--- src/rtl/ee_rd_pkg.sv ---
package ee_rd_pkg;
    localparam logic [3:0] DEV_FAMILY = 4'b1010;

    typedef enum logic [2:0] {
        ST_IDLE,
        ST_RX,
        ST_ACK,
        ST_TX,
        ST_MACK,
        ST_HOLD
    } rd_state_e;

    typedef enum logic [1:0] {
        PH_DEV,
        PH_AH,
        PH_AL
    } rx_phase_e;

    typedef struct packed {
        rd_state_e  st;
        rx_phase_e  ph;
        logic [3:0] bits;
        logic [7:0] sh;
        logic       rd;
    } ctl_regs_t;
endpackage

--- src/rtl/ee_bus_sense.sv ---
module ee_bus_sense (
    input  logic clk,
    input  logic rst_n,
    input  logic scl_i,
    input  logic sda_i,
    output logic scl_s,
    output logic sda_s,
    output logic scl_rise,
    output logic scl_fall,
    output logic cond_start,
    output logic cond_stop
);
    typedef struct packed {
        logic scl1;
        logic scl2;
        logic sda1;
        logic sda2;
    } sense_t;

    sense_t s_d, s_q;

    always_comb begin
        s_d      = s_q;
        s_d.scl1 = scl_i;
        s_d.scl2 = s_q.scl1;
        s_d.sda1 = sda_i;
        s_d.sda2 = s_q.sda1;
    end

    always_ff @(posedge clk or negedge rst_n) begin
        if (!rst_n) s_q <= '1;
        else        s_q <= s_d;
    end

    assign scl_s      = s_q.scl1;
    assign sda_s      = s_q.sda1;
    assign scl_rise   = s_q.scl1 & ~s_q.scl2;
    assign scl_fall   = ~s_q.scl1 & s_q.scl2;
    assign cond_start = s_q.scl1 & s_q.scl2 & s_q.sda2 & ~s_q.sda1;
    assign cond_stop  = s_q.scl1 & s_q.scl2 & ~s_q.sda2 & s_q.sda1;
endmodule

--- src/rtl/ee_addr_ctr.sv ---
module ee_addr_ctr #(
    parameter int ADDR_W = 14
) (
    input  logic              clk,
    input  logic              rst_n,
    input  logic              ld_hi_i,
    input  logic              ld_lo_i,
    input  logic              inc_i,
    input  logic [ADDR_W-9:0] hi_i,
    input  logic [7:0]        lo_i,
    output logic [ADDR_W-1:0] cnt_o
);
    localparam logic [ADDR_W-1:0] TOP = {ADDR_W{1'b1}};

    logic [ADDR_W-1:0] cnt_d, cnt_q;

    always_comb begin
        cnt_d = cnt_q;
        if (ld_hi_i)      cnt_d[ADDR_W-1:8] = hi_i;
        else if (ld_lo_i) cnt_d[7:0]        = lo_i;
        else if (inc_i)   cnt_d             = cnt_q + 1'b1;
    end

    always_ff @(posedge clk or negedge rst_n) begin
        if (!rst_n) cnt_q <= '0;
        else        cnt_q <= cnt_d;
    end

    assign cnt_o = cnt_q;


    step_one_chk: assert property (@(posedge clk) disable iff (!rst_n)
        (inc_i && !ld_hi_i && !ld_lo_i && cnt_q != TOP) |=> (cnt_q == $past(cnt_q) + 1'b1));


    wrap_zero_chk: assert property (@(posedge clk) disable iff (!rst_n)
        (inc_i && !ld_hi_i && !ld_lo_i && cnt_q == TOP) |=> (cnt_q == '0));
endmodule

--- src/rtl/ee_rd_ctrl.sv ---
module ee_rd_ctrl
    import ee_rd_pkg::*;
#(
    parameter int ADDR_W = 14
) (
    input  logic              clk,
    input  logic              rst_n,
    input  logic              scl_i,
    input  logic              sda_i,
    input  logic [2:0]        strap_i,
    input  logic [7:0]        mem_rdata_i,
    output logic [ADDR_W-1:0] mem_addr_o,
    output logic              sda_oe_n_o
);
    localparam logic [3:0] BYTE_BITS = 4'd8;
    localparam logic [3:0] LAST_BIT  = 4'd7;

    logic scl_s, sda_s, scl_rise, scl_fall, cond_start, cond_stop;
    logic ld_hi, ld_lo, inc;
    ctl_regs_t r_d, r_q;

    ee_bus_sense u_sense (
        .clk        (clk),
        .rst_n      (rst_n),
        .scl_i      (scl_i),
        .sda_i      (sda_i),
        .scl_s      (scl_s),
        .sda_s      (sda_s),
        .scl_rise   (scl_rise),
        .scl_fall   (scl_fall),
        .cond_start (cond_start),
        .cond_stop  (cond_stop)
    );

    ee_addr_ctr #(.ADDR_W(ADDR_W)) u_ctr (
        .clk     (clk),
        .rst_n   (rst_n),
        .ld_hi_i (ld_hi),
        .ld_lo_i (ld_lo),
        .inc_i   (inc),
        .hi_i    (r_q.sh[ADDR_W-9:0]),
        .lo_i    (r_q.sh),
        .cnt_o   (mem_addr_o)
    );

    always_comb begin
        r_d   = r_q;
        ld_hi = 1'b0;
        ld_lo = 1'b0;
        inc   = 1'b0;
        if (cond_start) begin
            r_d.st   = ST_RX;
            r_d.ph   = PH_DEV;
            r_d.bits = '0;
            r_d.rd   = 1'b0;
        end else if (cond_stop) begin
            r_d.st = ST_IDLE;
        end else begin
            unique case (r_q.st)
                ST_RX: begin
                    if (scl_rise && r_q.bits < BYTE_BITS) begin
                        r_d.sh   = {r_q.sh[6:0], sda_s};
                        r_d.bits = r_q.bits + 4'd1;
                    end else if (scl_fall && r_q.bits == BYTE_BITS) begin
                        r_d.bits = '0;
                        unique case (r_q.ph)
                            PH_DEV: begin
                                if (r_q.sh[7:1] == {DEV_FAMILY, strap_i}) begin
                                    r_d.st = ST_ACK;
                                    r_d.rd = r_q.sh[0];
                                end else begin
                                    r_d.st = ST_IDLE;
                                end
                            end
                            PH_AH: begin
                                ld_hi  = 1'b1;
                                r_d.st = ST_ACK;
                            end
                            default: begin
                                ld_lo  = 1'b1;
                                r_d.st = ST_ACK;
                            end
                        endcase
                    end
                end
                ST_ACK: begin
                    if (scl_fall) begin
                        r_d.bits = '0;
                        if (r_q.rd) begin
                            r_d.st = ST_TX;
                            r_d.sh = mem_rdata_i;
                        end else if (r_q.ph == PH_AL) begin
                            r_d.st = ST_HOLD;
                        end else begin
                            r_d.st = ST_RX;
                            r_d.ph = (r_q.ph == PH_DEV) ? PH_AH : PH_AL;
                        end
                    end
                end
                ST_TX: begin
                    if (scl_fall) begin
                        if (r_q.bits == LAST_BIT) begin
                            r_d.st   = ST_MACK;
                            r_d.bits = '0;
                            inc      = 1'b1;
                        end else begin
                            r_d.sh   = {r_q.sh[6:0], 1'b0};
                            r_d.bits = r_q.bits + 4'd1;
                        end
                    end
                end
                ST_MACK: begin
                    if (scl_rise) begin
                        if (!sda_s) r_d.bits = 4'd1;
                        else        r_d.st   = ST_IDLE;
                    end else if (scl_fall && r_q.bits == 4'd1) begin
                        r_d.st   = ST_TX;
                        r_d.sh   = mem_rdata_i;
                        r_d.bits = '0;
                    end
                end
                default: ;
            endcase
        end
    end

    always_ff @(posedge clk or negedge rst_n) begin
        if (!rst_n) begin
            r_q.st   <= ST_IDLE;
            r_q.ph   <= PH_DEV;
            r_q.bits <= '0;
            r_q.sh   <= '0;
            r_q.rd   <= 1'b0;
        end else begin
            r_q <= r_d;
        end
    end

    assign sda_oe_n_o = ~((r_q.st == ST_ACK) || (r_q.st == ST_TX && !r_q.sh[7]));


    sda_quiet_chk: assert property (@(posedge clk) disable iff (!rst_n)
        (scl_s && $past(scl_s) && !$past(cond_start) && !$past(cond_stop))
        |-> $stable(sda_oe_n_o));


    stop_idle_chk: assert property (@(posedge clk) disable iff (!rst_n)
        cond_stop |=> (r_q.st == ST_IDLE && sda_oe_n_o));


    start_rx_chk: assert property (@(posedge clk) disable iff (!rst_n)
        cond_start |=> (r_q.st == ST_RX && r_q.ph == PH_DEV && r_q.bits == 4'd0));
endmodule

--- config.mk ---
export PLATFORM = sky130hd
export DESIGN_NAME = ee_rd_ctrl
export DESIGN_NICKNAME = d
export VERILOG_FILES = /design/src/rtl/ee_rd_pkg.sv /design/src/rtl/ee_bus_sense.sv /design/src/rtl/ee_addr_ctr.sv /design/src/rtl/ee_rd_ctrl.sv
export SDC_FILE = /design/constraint.sdc
export NUM_CORES = 1
export LEC_CHECK = 0
export BUFFER_PORTS_ARGS = -buffer_cell sky130_fd_sc_hd__clkbuf_2
export CAP_MARGIN = 20
export CORE_ASPECT_RATIO = 1.25
export CORE_MARGIN = 1
export CORE_UTILIZATION = 35
export CTS_CLUSTER_DIAMETER = 80
export DETAILED_ROUTE_END_ITERATION = 16
export PLACE_DENSITY_LB_ADDON = 0.05
export SYNTH_ARGS = -nofsm -noshare
export SYNTH_HDL_FRONTEND = slang
export SYNTH_SLANG_ARGS = --single-unit
--- constraint.sdc ---
create_clock -name clk -period 6.5 [get_ports clk]
set_input_delay 0.325 -clock clk [delete_from_list [all_inputs] [get_ports clk]]
set_output_delay 0.325 -clock clk [all_outputs]
set_load 0.01 [all_outputs]
==> results.txt <==
----------------------------------------------------
[Critical path]
  Critical setup path kind ... register to register
  Data required time of the worst path ... 6670 ps
  Cell with the largest stage delay on the worst path ... a2111oi_4
  Crit Path Max Fanout ... 14
  Cell-by-cell listing of the critical path ... nor3b_1 > nand3_1 > nand2_1 > o21ai_0 > a2111oi_4 > mux2_2
  Logic depth of the worst register-to-register path ... 6
  CP Buf/Inv Count ... 0
  CP Launch Type ... register
  Crit-path leading delay family ... compound AO/OA/AOI/OAI gates
  Crit Reg-Reg Endpoint ... r_q[6]
  Setup slack of the most critical reg-to-reg path ... 3770 ps
  WP data arrival ... 2900 ps
  Startpoint of the worst-slack reg-to-reg timing path ... u_sense.s_q[2]
  Delay of the slowest cell on the worst path ... 690 ps
  Capturing element type of the critical path ... register

[Yosys]
  Number of flip-flops and latches in the synthesized netlist ... 36
  Sequential area share after synthesis ... 0.4027
  Cell count after synthesis ... 251
  Synthesized area divided by synthesized cell count ... 8.963 sq um
  Unique cell type count in the Yosys netlist ... 47
  Dominant synthesized flop cell ... dfrtp_1
  Post-synth EDFFs ... 0
  Main area contributors after synthesis ... dfrtp_1, mux2_2, nand2_1
  Proportion of synthesized flip-flops having asynchronous set or reset ... 1.000
  Proportion of netlist area held by the largest area contributor ... 0.3560
  Post-synth net total ... 270
  Count of yosys warnings during synthesis ... 0
  Cell accounting for the most synthesized area ... dfrtp_1
  Area of the mapped netlist ... 0.002250 sq mm

[Clock tree]
  Clk_lat worst skew ... 280 ps
  Bufs on Longest Clock Path ... 2
  Clock tree root buffer cell ... clkbuf_8
  Clock sink count ... 36
  Resized Gates After CTS ... 0
  Clock buffers created by TritonCTS ... 5
  H-tree depth ... 2
  Register clock-pin slew on the reported worst setup and hold paths ... 70 ps
  Clock tree from TritonCTS ... yes

[Hold path]
  Worst Hold Launch ... scl_i
  Terminating pin of the worst hold path ... u_sense.scl_s
  Hold Path Stages ... 1
  Hold Path Class ... input pin to register

[Floorplan]
  Row count ... 32
  Ports placed on the boundary ... 30
  Core footprint ... 0.006206 sq mm
  Y dimension of the die ... 91.64 um
  Die boundary width ... 73.71 um
  DIE AREA ... 0.006754 sq mm
  Initial Utilization ... 0.3625

[Timing]
  Shortest period the worst path allows ... 2731 ps
  Least-Margin Pin Slew ... 852.6 ps
  Number of hold-slack violations in the final timing report ... 0
  Max Slew Vio Count ... 0
  Final setup violating endpoints ... 0
  Unrepaired setup endpoints after global routing ... false
  Highest clock frequency the design can meet ... 366.2 MHz
  Worst clock skew ... 3.913 ps
  Setup_tns ... 0 ps
  Worst slew margin ... 0.4295
  Final Cycle Share ... 0.4202

[Power]
  Net Sw Power ... 0.0003288 W
  Internal power contribution ... 0.0005353 W
  PwrDens ... 334.1 mW/mm^2
  Share of total power in sequential cells ... 0.405
  Leak ... 1.099 nW
  Comb power frac ... 0.394
  Switching share of power ... 0.3805
  Maximum resistive drop on vdd ... 0.1566 mV
  Clk pwr share ... 0.202

[Global routing]
  Initial antenna violation count ... 0
  Sum of overflow across all layers after global routing ... 0
  Largest net degree at the start of global routing ... 37
  First-pass GRT wire length ... 9956 um
  Via count of the first global-routing pass ... 2000
  Global-route total usage across every layer ... 0.1967

[Route]
  Total iterations of the first detailed-routing run ... 6
  Total wirelength of the detailed-routed design ... 5894 um
  Number of design-rule violations left by the first detailed-router iteration ... 141
  Average via count per standard cell ... 5.326
  Vias post-DR ... 1944
  Number of nets still failing antenna checks after routing ... 0
  Routed length per placed instance ... 16.15 um
  Residual DRC count ... 0

[Place]
  DP Area ... 0.002460 sq mm
  Cells after DPL ... 356
  Count of port buffers added during placement ... 29
  Sum of net half-perimeters after detailed placement ... 4372 um
  Routability-driven placement congestion ratio ... 0.8533

[Cells and area]
  Count of nets after finishing ... 299
  Share of post-route cells with drive strength above 1 ... 0.2214
  Top library cells by usage in the layout, fill and taps aside ... nand2_1, dfrtp_1, clkbuf_2, o21ai_0, nor2_1
  Commonest non-fill, non-tap cell in the layout ... nand2_1
  Post-route standard cell area excluding fillers ... 0.002586 sq mm
  Area Growth Syn to Fin ... 14.96%
  Final std cells w/o fill ... 365
  Count of inserted antenna diode cells ... 0

[Outcome]
  Result of the run ... finished clean

[Run]
  Count of max-cap constraint violations ... 0

----------------------------------------------------
## how the worst max path moves through the flow
stage | from | to | slack, ps | cells past startpoint
4_1_cts | u_sense.s_q[2] | r_q[6] | 3760 | 6
3_5_place_dp | u_sense.s_q[2] | r_q[6] | 3810 | 6
5_1_grt | u_sense.s_q[2] | r_q[3] | 3410 | 6
6_report | u_sense.s_q[2] | r_q[6] | 3770 | 6
2_1_floorplan | r_q[17] | u_ctr.cnt_o[8] | 4200 | 7
3_3_place_gp | u_sense.s_q[2] | r_q[5] | 3830 | 6
## power by group through the flow
stage / logic [W] / registers [W] / clock network (W)
detailed placement: 0.000338 / 0.000354 / 0
global placement: 0.000340 / 0.000356 / 0
global route: 0.000380 / 0.000358 / 0.000194
floorplan: 0.000288 / 0.000315 / 0
CTS: 0.000340 / 0.000350 / 0.000182
finish: 0.000340 / 0.000350 / 0.000174
## cell usage after synthesis (all sizes together) (2+ instances only)
master  number
nand4        6
nor4         4
xnor2        7
nand3b       4
dfstp        4
nor3         6
o21ai       24
ha           4
dfrtp       32
nor2b        2
and3         3
nand3       14
nand2b       4
or3          2
a21o         2
clkbuf       8
a31oi        2
a22o         2
o22ai        3
a21oi        9
mux2        15
a311oi       2
nand2       38
xor2         6
nor2        20
o211ai       2
nor3b        5
inv          5
## cell type report
type	count	area, sq um
Clock buffer	7	96.34
Timing Repair Buffer	31	175.2
Fill cell	645	3620
Tap cell	85	106.4
Sequential cell	36	905.9
Inverter	5	18.77
Multi-Input combinational cell	201	1284
## flip-flops by register name, indices dropped and copies added (netlist names)
register	count
u_sense.sda_s	1
u_ctr.cnt_o	14
r_q	18
u_sense.s_q	2
u_sense.scl_s	1
## stage by stage
step / power [W] / utilization / setup WS (ps) / hold WS [ps]
6_report: 0.0008640 / 0.4167 / 3769 / 119.0
2_1_floorplan: 0.0006033 / - / 4196 / 29.41
3_3_place_gp: 0.0006956 / 0.3964 / 3830 / 413.6
4_1_cts: 0.0008721 / 0.4119 / 3758 / 101.4
3_5_place_dp: 0.0006915 / 0.3964 / 3806 / 415.9
5_1_grt: 0.0009321 / 0.4167 / 3407 / 95.06
## cell families (layout without fill, tap and decap cells)
family | count (synthesis) | count (layout) | synth area share
simple gates | 114 | 114 | 0.2636
fa+ha+maj | 4 | 4 | 0.02225
compound gates | 54 | 54 | 0.1546
buf+inv | 14 | 43 | 0.02670
mux | 16 | 16 | 0.07953
flops | 36 | 36 | 0.4027
xor+xnor | 13 | 13 | 0.05061
## timing repair
action,in CTS,in global routing
hold endpoints to repair,0,2
buffers inserted,0,0
hold buffers,0,1
## layer usage
metal / vias up / routed length [um] / GRT usage / part of all wire
li1: 960 / - / - / -
met2: 51 / 3088 / 0.3524 / 0.52
met4: 0 / 116 / 0.08333 / 0.020
met5: - / 0 / 0 / 0
met3: 10 / 135 / 0.03516 / 0.023
met1: 923 / 2553 / 0.2224 / 0.43
Power figures use the tool's default switching activity.
